### config.mk
export PLATFORM = sky130hd
export DESIGN_NAME = wdog_timer
export DESIGN_NICKNAME = d
export VERILOG_FILES = /design/src/rtl/wdog_pkg.sv /design/src/rtl/wdog_regs.sv /design/src/rtl/wdog_prescaler.sv /design/src/rtl/wdog_core.sv /design/src/rtl/wdog_timer.sv
export SDC_FILE = /design/constraint.sdc
export NUM_CORES = 1
export LEC_CHECK = 0
export BUFFER_PORTS_ARGS = -buffer_cell sky130_fd_sc_hd__buf_4
export CORE_ASPECT_RATIO = 0.6
export CORE_UTILIZATION = 52
export CTS_CLUSTER_DIAMETER = 80
export DETAILED_ROUTE_END_ITERATION = 8
export PLACE_DENSITY = 0.75
export SLEW_MARGIN = 20
export SYNTH_ARGS = -nofsm -noshare
export SYNTH_HDL_FRONTEND = slang
export SYNTH_SLANG_ARGS = --single-unit
export TNS_END_PERCENT = 30
### constraint.sdc
create_clock -name clk -period 3 [get_ports clk]
set_clock_uncertainty 0.05 [all_clocks]
set_input_delay 0.15 -clock clk [delete_from_list [all_inputs] [get_ports clk]]
set_output_delay 0.15 -clock clk [all_outputs]
set_load 0.02 [all_outputs]
### src/rtl/wdog_pkg.sv
package wdog_pkg;

    typedef enum logic [1:0] {
        S_OFF  = 2'd0,
        S_RUN  = 2'd1,
        S_FIRE = 2'd2
    } wd_state_e;

    // Byte offsets on the register bus
    localparam int OFS_CTRL    = 0;
    localparam int OFS_TMO     = 8;
    localparam int OFS_RESTART = 12;

    // Control register flag positions
    localparam int BIT_WD_EN  = 18;
    localparam int BIT_RST_EN = 21;
    localparam int BIT_CLK_EN = 24;
    localparam int BIT_DIV_EN = 25;

    // Elapsed count lives in the upper half of the timeout register
    localparam int ELAPSED_LSB = 16;

    typedef struct packed {
        logic div_en;
        logic clk_en;
        logic rst_en;
        logic wd_en;
    } ctrl_flags_t;

endpackage

### src/rtl/wdog_regs.sv
module wdog_regs
    import wdog_pkg::*;
#(
    parameter int ADDR_W = 4,
    parameter int DATA_W = 32,
    parameter int DIV_W  = 18,
    parameter int CNT_W  = 16
) (
    input  logic              clk,
    input  logic              rst_n,
    input  logic [ADDR_W-1:0] bus_addr,
    input  logic              bus_we,
    input  logic [DATA_W-1:0] bus_wdata,
    output logic [DATA_W-1:0] bus_rdata,
    input  logic [CNT_W-1:0]  elapsed,
    output ctrl_flags_t       flags,
    output logic [DIV_W-1:0]  div_val,
    output logic [CNT_W-1:0]  timeout,
    output logic              restart
);

    localparam logic [ADDR_W-1:0] A_CTRL    = ADDR_W'(OFS_CTRL);
    localparam logic [ADDR_W-1:0] A_TMO     = ADDR_W'(OFS_TMO);
    localparam logic [ADDR_W-1:0] A_RESTART = ADDR_W'(OFS_RESTART);

    logic wr_ctrl;
    logic wr_tmo;
    logic unused_bits;

    assign wr_ctrl     = bus_we && (bus_addr == A_CTRL);
    assign wr_tmo      = bus_we && (bus_addr == A_TMO);
    assign restart     = bus_we && (bus_addr == A_RESTART);
    assign unused_bits = ^bus_wdata;

    always_ff @(posedge clk or negedge rst_n) begin
        if (!rst_n) begin
            flags   <= '0;
            div_val <= '0;
        end else if (wr_ctrl) begin
            div_val       <= bus_wdata[DIV_W-1:0];
            flags.wd_en   <= bus_wdata[BIT_WD_EN];
            flags.rst_en  <= bus_wdata[BIT_RST_EN];
            flags.clk_en  <= bus_wdata[BIT_CLK_EN];
            flags.div_en  <= bus_wdata[BIT_DIV_EN];
        end
    end

    always_ff @(posedge clk or negedge rst_n) begin
        if (!rst_n) begin
            timeout <= '0;
        end else if (wr_tmo) begin
            timeout <= bus_wdata[CNT_W-1:0];
        end
    end

    always_comb begin
        bus_rdata = '0;
        unique case (bus_addr)
            A_CTRL: begin
                bus_rdata[DIV_W-1:0]  = div_val;
                bus_rdata[BIT_WD_EN]  = flags.wd_en;
                bus_rdata[BIT_RST_EN] = flags.rst_en;
                bus_rdata[BIT_CLK_EN] = flags.clk_en;
                bus_rdata[BIT_DIV_EN] = flags.div_en;
            end
            A_TMO: begin
                bus_rdata[CNT_W-1:0]                   = timeout;
                bus_rdata[ELAPSED_LSB +: CNT_W]        = elapsed;
            end
            default: bus_rdata = '0;
        endcase
    end

endmodule

### src/rtl/wdog_prescaler.sv
module wdog_prescaler #(
    parameter int DIV_W = 18
) (
    input  logic             clk,
    input  logic             rst_n,
    input  logic             clk_en,
    input  logic             div_en,
    input  logic [DIV_W-1:0] div_val,
    output logic             tick
);

    localparam int EXT_W = DIV_W + 1;

    logic [DIV_W-1:0] pcnt;
    logic [EXT_W-1:0] pcnt_inc;
    logic             run;
    logic             last;

    assign run      = clk_en && div_en;
    assign pcnt_inc = {1'b0, pcnt} + EXT_W'(1);
    // A divide value of zero or one degenerates to a tick every cycle
    assign last     = (pcnt_inc >= {1'b0, div_val});
    assign tick     = run && last;

    always_ff @(posedge clk or negedge rst_n) begin
        if (!rst_n) begin
            pcnt <= '0;
        end else if (!run || last) begin
            pcnt <= '0;
        end else begin
            pcnt <= pcnt_inc[DIV_W-1:0];
        end
    end

endmodule

### src/rtl/wdog_core.sv
module wdog_core
    import wdog_pkg::*;
#(
    parameter int CNT_W = 16
) (
    input  logic             clk,
    input  logic             rst_n,
    input  logic             wd_en,
    input  logic             rst_en,
    input  logic             tick,
    input  logic             restart,
    input  logic [CNT_W-1:0] timeout,
    output logic [CNT_W-1:0] elapsed,
    output logic             in_fire,
    output logic             rst_req
);

    wd_state_e state_q;
    wd_state_e state_d;
    logic      match;

    assign match = (elapsed == timeout);

    // State register
    always_ff @(posedge clk or negedge rst_n) begin
        if (!rst_n) begin
            state_q <= S_OFF;
        end else begin
            state_q <= state_d;
        end
    end

    // Transitions
    always_comb begin
        state_d = state_q;
        unique case (state_q)
            S_OFF: begin
                if (wd_en) state_d = S_RUN;
            end
            S_RUN: begin
                if (!wd_en)        state_d = S_OFF;
                else if (restart)  state_d = S_RUN;
                else if (match)    state_d = S_FIRE;
            end
            S_FIRE: begin
                state_d = wd_en ? S_RUN : S_OFF;
            end
            default: state_d = S_OFF;
        endcase
    end

    // Elapsed tick counter: restart and expiry both clear it
    always_ff @(posedge clk or negedge rst_n) begin
        if (!rst_n) begin
            elapsed <= '0;
        end else if (restart || (state_q == S_FIRE)) begin
            elapsed <= '0;
        end else if (wd_en && tick) begin
            elapsed <= elapsed + CNT_W'(1);
        end
    end

    // Outputs
    always_comb begin
        in_fire = (state_q == S_FIRE);
        rst_req = in_fire && rst_en;
    end

endmodule

### src/rtl/wdog_timer.sv
module wdog_timer
    import wdog_pkg::*;
#(
    parameter int ADDR_W = 4,
    parameter int DATA_W = 32,
    parameter int DIV_W  = 18,
    parameter int CNT_W  = 16
) (
    input  logic              clk,
    input  logic              rst_n,
    input  logic [ADDR_W-1:0] bus_addr,
    input  logic              bus_we,
    input  logic [DATA_W-1:0] bus_wdata,
    output logic [DATA_W-1:0] bus_rdata,
    output logic              rst_req
);

    ctrl_flags_t      flags;
    logic [DIV_W-1:0] div_val;
    logic [CNT_W-1:0] timeout;
    logic [CNT_W-1:0] elapsed;
    logic             restart;
    logic             tick;
    logic             in_fire;

    wdog_regs #(
        .ADDR_W(ADDR_W), .DATA_W(DATA_W), .DIV_W(DIV_W), .CNT_W(CNT_W)
    ) u_regs (
        .clk(clk), .rst_n(rst_n),
        .bus_addr(bus_addr), .bus_we(bus_we), .bus_wdata(bus_wdata),
        .bus_rdata(bus_rdata), .elapsed(elapsed),
        .flags(flags), .div_val(div_val), .timeout(timeout),
        .restart(restart)
    );

    wdog_prescaler #(.DIV_W(DIV_W)) u_presc (
        .clk(clk), .rst_n(rst_n),
        .clk_en(flags.clk_en), .div_en(flags.div_en),
        .div_val(div_val), .tick(tick)
    );

    wdog_core #(.CNT_W(CNT_W)) u_core (
        .clk(clk), .rst_n(rst_n),
        .wd_en(flags.wd_en), .rst_en(flags.rst_en),
        .tick(tick), .restart(restart), .timeout(timeout),
        .elapsed(elapsed), .in_fire(in_fire), .rst_req(rst_req)
    );

endmodule

==> results of run 1 <==
-- cell type report --
cell class | instances | area, µm² | area share [%]
multi-input cells | 338 | 2696 | 44.73
inverters | 24 | 90.09 | 1.494
clock buffers | 10 | 239.0 | 3.964
flip-flops and latches | 74 | 1853 | 30.74
clock inverters | 6 | 112.6 | 1.868
well taps | 112 | 140.1 | 2.325
repair buffers | 111 | 897.1 | 14.88
-- kinds of logic after synthesis --
family	after synthesis	synth area share, %
AND/OR/NAND/NOR	169	20.80
flip-flops	74	40.34
multiplexers	73	17.06
AO/OA/AOI/OAI	44	6.187
buffers and inverters	43	4.061
XOR/XNOR	32	6.105
adder cells (fa/ha/maj)	20	5.451
-- worst max-delay path, cell delays in order (launching register included) --
cell and delay, ns:
dfrtp_1 0.41, ha_4 0.17, nand2_4 0.07, nor3_4 0.23, and3_4 0.25, xor2_4 0.21, ha_4 0.23, a211o_1 0.27
a21oi_2 0.14, o21ai_2 0.09, or2_4 0.31, a31oi_4 0.20, mux2_4 0.31
-- Yosys cell counts (5+ instances only) --
| library cell | instances | share of area, % |
|---|---|---|
| nor3_1 | 5 | 0.55 |
| o21ai_0 | 7 | 0.76 |
| and3_1 | 17 | 2.3 |
| a21oi_1 | 14 | 1.5 |
| dfrtp_1 | 74 | 40 |
| mux2_2 | 38 | 9.3 |
| xnor2_1 | 23 | 4.4 |
| inv_1 | 24 | 2.0 |
| nand3_1 | 15 | 1.6 |
| ha_1 | 20 | 5.5 |
| nor2b_1 | 8 | 1.1 |
| xor2_1 | 9 | 1.7 |
| nor2b_2 | 7 | 1.3 |
| mux2i_1 | 34 | 7.4 |
| nor2_1 | 37 | 3.0 |
| nand2_1 | 29 | 2.4 |
| nand2b_1 | 12 | 1.6 |
| buf_2 | 5 | 0.55 |
| nand4_1 | 15 | 2.0 |
| o211ai_1 | 5 | 0.82 |
| clkbuf_1 | 7 | 0.57 |
| o22ai_1 | 5 | 0.68 |
-- cell usage in the layout (no fill, tap or decap), drive strengths merged, types with 12 or more instances in the layout --
cell and n:
a21oi 14, and3 18, buf 92, dfrtp 74
dlygate4sd3 19, ha 20, inv 25, mux2 39
mux2i 34, nand2 30, nand2b 12, nand3 18
nand4 17, nor2 39, nor2b 15, xnor2 23
-- state kept, by name (all words and copies together), names as in the netlist --
name / count
u_core.elapsed: 16
u_core.state_q: 2
u_presc.pcnt: 18
u_regs.div_val: 18
u_regs.flags: 4
u_regs.timeout: 16
-- layer usage --
layer  wire [µm]  GRT usage [%]
met3         952          6.894
met4         274          9.103
met2        5399          43.70
met5           9              0
met1        6016          42.68
-- power groups by stage --
stage | Clock (mW) | Combinational, mW | Sequential (mW)
finish | 1.29 | 0.626 | 1.28
global route | 1.33 | 0.691 | 1.30
CTS | 1.29 | 0.598 | 1.28
detailed placement | 0 | 0.564 | 1.30
global placement | 0 | 0.548 | 1.28
floorplan | 0 | 0.384 | 1.24
-- worst max path at each step --
stage,startpoint,slack (ns),endpoint
final,u_presc.pcnt[1],-0.06,u_core.elapsed[8]
after global routing,u_presc.pcnt[0],-0.15,u_core.elapsed[8]
after CTS,u_presc.pcnt[2],-0.02,u_core.elapsed[8]
after detailed placement,u_presc.pcnt[0],-0.17,u_core.elapsed[8]
after global placement,u_presc.pcnt[0],-0.04,u_core.elapsed[8]
after floorplan,u_presc.pcnt[0],0.009,u_core.elapsed[8]
-- stage by stage --
step,hold WS [ns],setup WS (ns)
4_1_cts,0.0005166,-0.02305
2_1_floorplan,-0.1956,0.008877
3_3_place_gp,0.2942,-0.04478
6_report,-0.001096,-0.06249
3_5_place_dp,0.3018,-0.1697
5_1_grt,0.001727,-0.1489
-- repair_timing --
action                                 CTS  global route
setup endpoints to repair               20            33
resized for setup                        8            22
hold buffers                            19             0
endpoints found under the hold margin  101             0
setup buffers                            1             5
pin swaps                                1             8
==> impl_metrics.py, run 1 <==
metrics = {
    "outcome": {
        "outcome": "finished, violations left",
        "violations": "negative hold slack, negative setup slack",
    },
    "synthesis": {
        "ys_ff_latch": 74,
        "syn_area_per_cell_um2": 10.09,
        "synth_edf_count": 0,
        "syn_nets": 514,
        "synth_cell_type_count": 52,
        "netlist_area_mm2": 0.004591,
        "ys_seq_area_share_pct": 40.34,
        "yosys_warnings": 0,
        "ys_async_sr_fraction_pct": 100.0,
        "synthCells": 455,
        "synth-main-ff-cell": "dfrtp_1",
    },
    "floorplan": {
        "row_count": 26,
        "die_h_um": 74.78,
        "start_util_pct": 53.86,
        "fp.dieW_um": 123.3,
        "die_area_mm2": 0.009220,
        "fp.coreArea_mm2": 0.008523,
        "ios": 72,
    },
    "pwr": {
        "p_leak_nw": 2.881,
        "p_sw_uw": 902.8,
        "clock_power_share_pct": 40.2,
        "max-vdd-ir-drop_v": 0.0003161,
        "seqPwrFrac_pct": 40.2,
        "switching_share_pct": 28.24,
        "p_int_mw": 2.294,
        "p_per_area_mw_per_mm2": 530.3,
        "p_total_mw": 3.197,
        "p_comb_share_pct": 19.6,
    },
    "setup_path": {
        "rr_startpoint": "u_presc.pcnt[1]",
        "r2r-end": "u_core.elapsed[8]",
        "cp-end-kind": "register",
        "cp.required_ns": 3.18,
        "r2r_slack_ns": -0.06,
        "cp_max_fo": 7,
        "crit_arrival_ns": 3.24,
        "critical_path_class": "register to register",
        "cp-start-kind": "register",
        "worstRegToRegCells": 12,
    },
    "place": {
        "place_hpwl_um": 8635,
        "place_congestion": 0.9438,
        "place.port_buffers": 61,
        "dpl_cell_area_mm2": 0.005293,
        "dp.cells": 634,
    },
    "hold_path": {
        "whs_endpoint": "u_regs.div_val[9]",
        "min_path_type": "primary input to register",
        "min_from": "bus_wdata[9]",
        "whs_path_depth": 2,
    },
    "cts": {
        "clk_latency_ns": 0.35,
        "clk_transition_reported_paths_ns": 0.06,
        "htree_num_levels": 3,
        "clock_sinks": 74,
        "cts_root_buf": "clkbuf_16",
        "cts_buffers": 9,
        "tritoncts": "done",
        "clockBufferDepth": 2,
    },
    "sta": {
        "grt_setup_unrepaired": "true",
        "clock.fmax_mhz": 326.5,
        "final.min_clock_period_ns": 3.062,
        "holdWs_ns": -0.001096,
        "fin_crit_sh_pct": 102.1,
        "hold_violations": 1,
        "setup_viol": 1,
        "layout_setup_ws_ns": -0.06249,
        "worstMarginPinSlew_ns": 1.038,
        "slew_viol_final": 0,
        "slew_headroom_pct": 30.79,
        "fin_tns_setup_ns": -0.06249,
    },
    "routing": {
        "post_drt_wl_per_cell_um": 18.74,
        "viasPerCell": 5.732,
        "dr.pass1.iters": 5,
        "num_vias": 3869,
        "drt_iter0_markers": 283,
        "postRouteAntennaNets": 0,
        "wirelength_um": 12650,
        "drc": 0,
    },
    "layout": {
        "final_cell_area_mm2": 0.006028,
        "num-fill-cells": 633,
        "post-route-util_pct": 70.73,
        "stdcell_count": 675,
        "area_delta_synth_final_pct": 31.32,
        "drive_gt1_share_pct": 33.75,
        "layout.nets": 617,
        "antenna_cells": 0,
    },
    "global_route": {
        "grt_pass1_wl_um": 19540,
        "grt_pass1_vias": 3653,
        "grt_max_degree": 75,
        "grt-ovfl-total": 0,
        "grtUsageTotal_pct": 29.40,
        "antenna_found_initial": 1,
    },
    "run": {
        "maxCapViolations": 0,
    },
}
Note: power is estimated with default switching activity, not from simulation.
==> run 2, diff against run 1 <==
--- a/config.mk
+++ b/config.mk
@@ -10,7 +10,7 @@
 export CORE_UTILIZATION = 52
 export CTS_CLUSTER_DIAMETER = 80
 export DETAILED_ROUTE_END_ITERATION = 8
-export PLACE_DENSITY = 0.75
+export PLACE_DENSITY_LB_ADDON = 0.3
 export SLEW_MARGIN = 20
 export SYNTH_ARGS = -nofsm -noshare
 export SYNTH_HDL_FRONTEND = slang
==> run 2 against run 1 <==
Compared with the run above: the flow finishes with violations (negative setup slack); count of clock-buffer cells in the layout stayed put; wire length decreased by 1.4%; critical path type unchanged; largest cell class unchanged; critical path depth unchanged; final area shrank 0.31%; largest power group is now sequential cells.
==> impl_metrics.py, run 2 (synthesis gave the netlist of run 1 again) <==
metrics = {
    "sta": {
        "grt_setup_unrepaired": "true",
        "slew_headroom_pct": 35.85,
        "layout_setup_ws_ns": -0.002763,
        "fin_crit_sh_pct": 100.1,
        "holdWs_ns": 0.002422,
        "final.min_clock_period_ns": 3.003,
        "worstMarginPinSlew_ns": 0.9623,
        "clock.fmax_mhz": 333.0,
        "hold_violations": 0,
        "setup_viol": 1,
        "slew_viol_final": 0,
        "fin_tns_setup_ns": -0.002763,
    },
    "pwr": {
        "max-vdd-ir-drop_v": 0.0003365,
        "p_leak_nw": 2.890,
        "p_per_area_mw_per_mm2": 510.4,
        "p_total_mw": 3.067,
    },
    "layout": {
        "layout.nets": 617,
        "drive_gt1_share_pct": 33.21,
        "top_regs": "u_presc.pcnt (18), u_regs.div_val (18)",
        "area_delta_synth_final_pct": 30.91,
        "post-route-util_pct": 70.51,
        "final_cell_mix": "buf_4 (89), dfrtp_1 (74), mux2_2 (38), nor2_1 (37), mux2i_1 (34)",
        "stdcell_count": 675,
        "antenna_cells": 0,
        "final_common_cell": "buf_4",
        "final_cell_area_mm2": 0.006010,
    },
    "floorplan": {
        "fp.coreArea_mm2": 0.008523,
        "ios": 72,
        "die_h_um": 74.78,
        "start_util_pct": 53.86,
        "row_count": 26,
        "fp.dieW_um": 123.3,
        "die_area_mm2": 0.009220,
    },
    "routing": {
        "drt_iter0_markers": 255,
        "met3WireLength_um": 862,
        "dr.pass1.iters": 5,
        "wirelength_um": 12470,
        "wl_met1_um": 6137,
        "viasPerCell": 5.690,
        "top_layer": "met4",
        "wl_met2_um": 5327,
        "postRouteAntennaNets": 0,
        "drc": 0,
        "post_drt_wl_per_cell_um": 18.48,
        "num_vias": 3841,
    },
    "place": {
        "dp.cells": 636,
        "place_ws_ns": -0.1939,
        "dpl_cell_area_mm2": 0.005320,
        "place_congestion": 0.9607,
        "place.port_buffers": 61,
        "place_hpwl_um": 8744,
    },
    "setup_path": {
        "cp-end-kind": "register",
        "cp.required_ns": 3.18,
        "critPathTopFamily": "simple AND/OR/NAND/NOR gates",
        "critical_path_class": "register to register",
        "crit_buf_inv": 0,
        "crit_arrival_ns": 3.18,
        "crit_path_max_incr_delay_ns": 0.45,
        "path_cells": "ha_4, nand2_4, nor3_4, and3_4, xor2_2, ha_1, a211o_1, a21oi_2, o21ai_2, or2_4, a31oi_4, mux2_4",
        "cp-start-kind": "register",
        "cp_max_fo": 6,
        "cpMaxStageDelayCell": "dfrtp_1",
    },
    "global_route": {
        "grtUsageTotal_pct": 28.41,
        "grt-ovfl-total": 0,
        "antenna_found_initial": 0,
        "grt_pass1_wl_um": 18970,
        "grt_max_degree": 75,
        "grt_pass1_vias": 3670,
    },
    "outcome": {
        "outcome": "finished, violations left",
        "violations": "negative setup slack",
    },
    "cts": {
        "clk_transition_reported_paths_ns": 0.06,
        "cts_buffers": 9,
        "htree_num_levels": 3,
        "clk_latency_ns": 0.35,
        "tritoncts": "done",
        "clock_sinks": 74,
        "cts_root_buf": "clkbuf_16",
        "clockBufferDepth": 2,
    },
    "hold_path": {
        "min_path_type": "primary input to register",
    },
    "run": {
        "maxCapViolations": 0,
    },
}
[run 2: timing repair]
item                                    in CTS  in global routing
pin swaps                                    1                 19
endpoints found under the setup margin      30                 32
buffers inserted                             0                  4
gates cloned                                 0                  0
hold endpoints to repair                   102                  0
hold buffers                                19                  0
gates resized for setup                     10                 23
[run 2: report_power, final]
part           switching [mW]  internal (mW)  leakage [nW]
registers               0.151           1.13         0.963
logic                   0.299          0.313          1.77
clock network           0.439          0.731         0.157
[run 2: layer usage]
layer | vias to the layer above | track usage, %
met5 | - | 0
met4 | 0 | 7.631
met3 | 16 | 6.742
met2 | 143 | 42.46
met1 | 1890 | 41.45
li1 | 1792 | -
[run 2: cell type report]
class / count / area [µm²]
clock buffers: 10 / 229.0
clock inverters: 6 / 91.34
fillers: 659 / 2514
inverters: 24 / 90.09
multi-input cells: 338 / 2698
flip-flops and latches: 74 / 1852
well taps: 112 / 140.1
repair buffers: 111 / 909.6
[run 2: final timing paths]
kind                                   startpoint            endpoint  slack (ns)  cells after the start
worst max-delay path              u_presc.pcnt[1]   u_core.elapsed[8]      -0.003                     12
worst min-delay path                 bus_wdata[2]   u_regs.timeout[2]       0.002                      2
worst max register to register    u_presc.pcnt[1]   u_core.elapsed[8]      -0.003                     12
worst min register to register  u_core.state_q[1]   u_core.state_q[1]        0.45                      1
max in group asynchronous                   rst_n  u_core.elapsed[10]        1.83                      2
min in group asynchronous                   rst_n    u_presc.pcnt[15]        0.45                      2
[run 2: worst register-to-register path: cells and delay by family (launching register included)]
| family | cells | cell delay (ns) |
|---|---|---|
| muxes | 1 | 0.31 |
| AOI/OAI and AO/OA | 4 | 0.68 |
| DFF | 1 | 0.45 |
| and+or+nand+nor | 4 | 0.79 |
| xor gates and xnor gates | 1 | 0.15 |
| adders and majority gates | 2 | 0.45 |
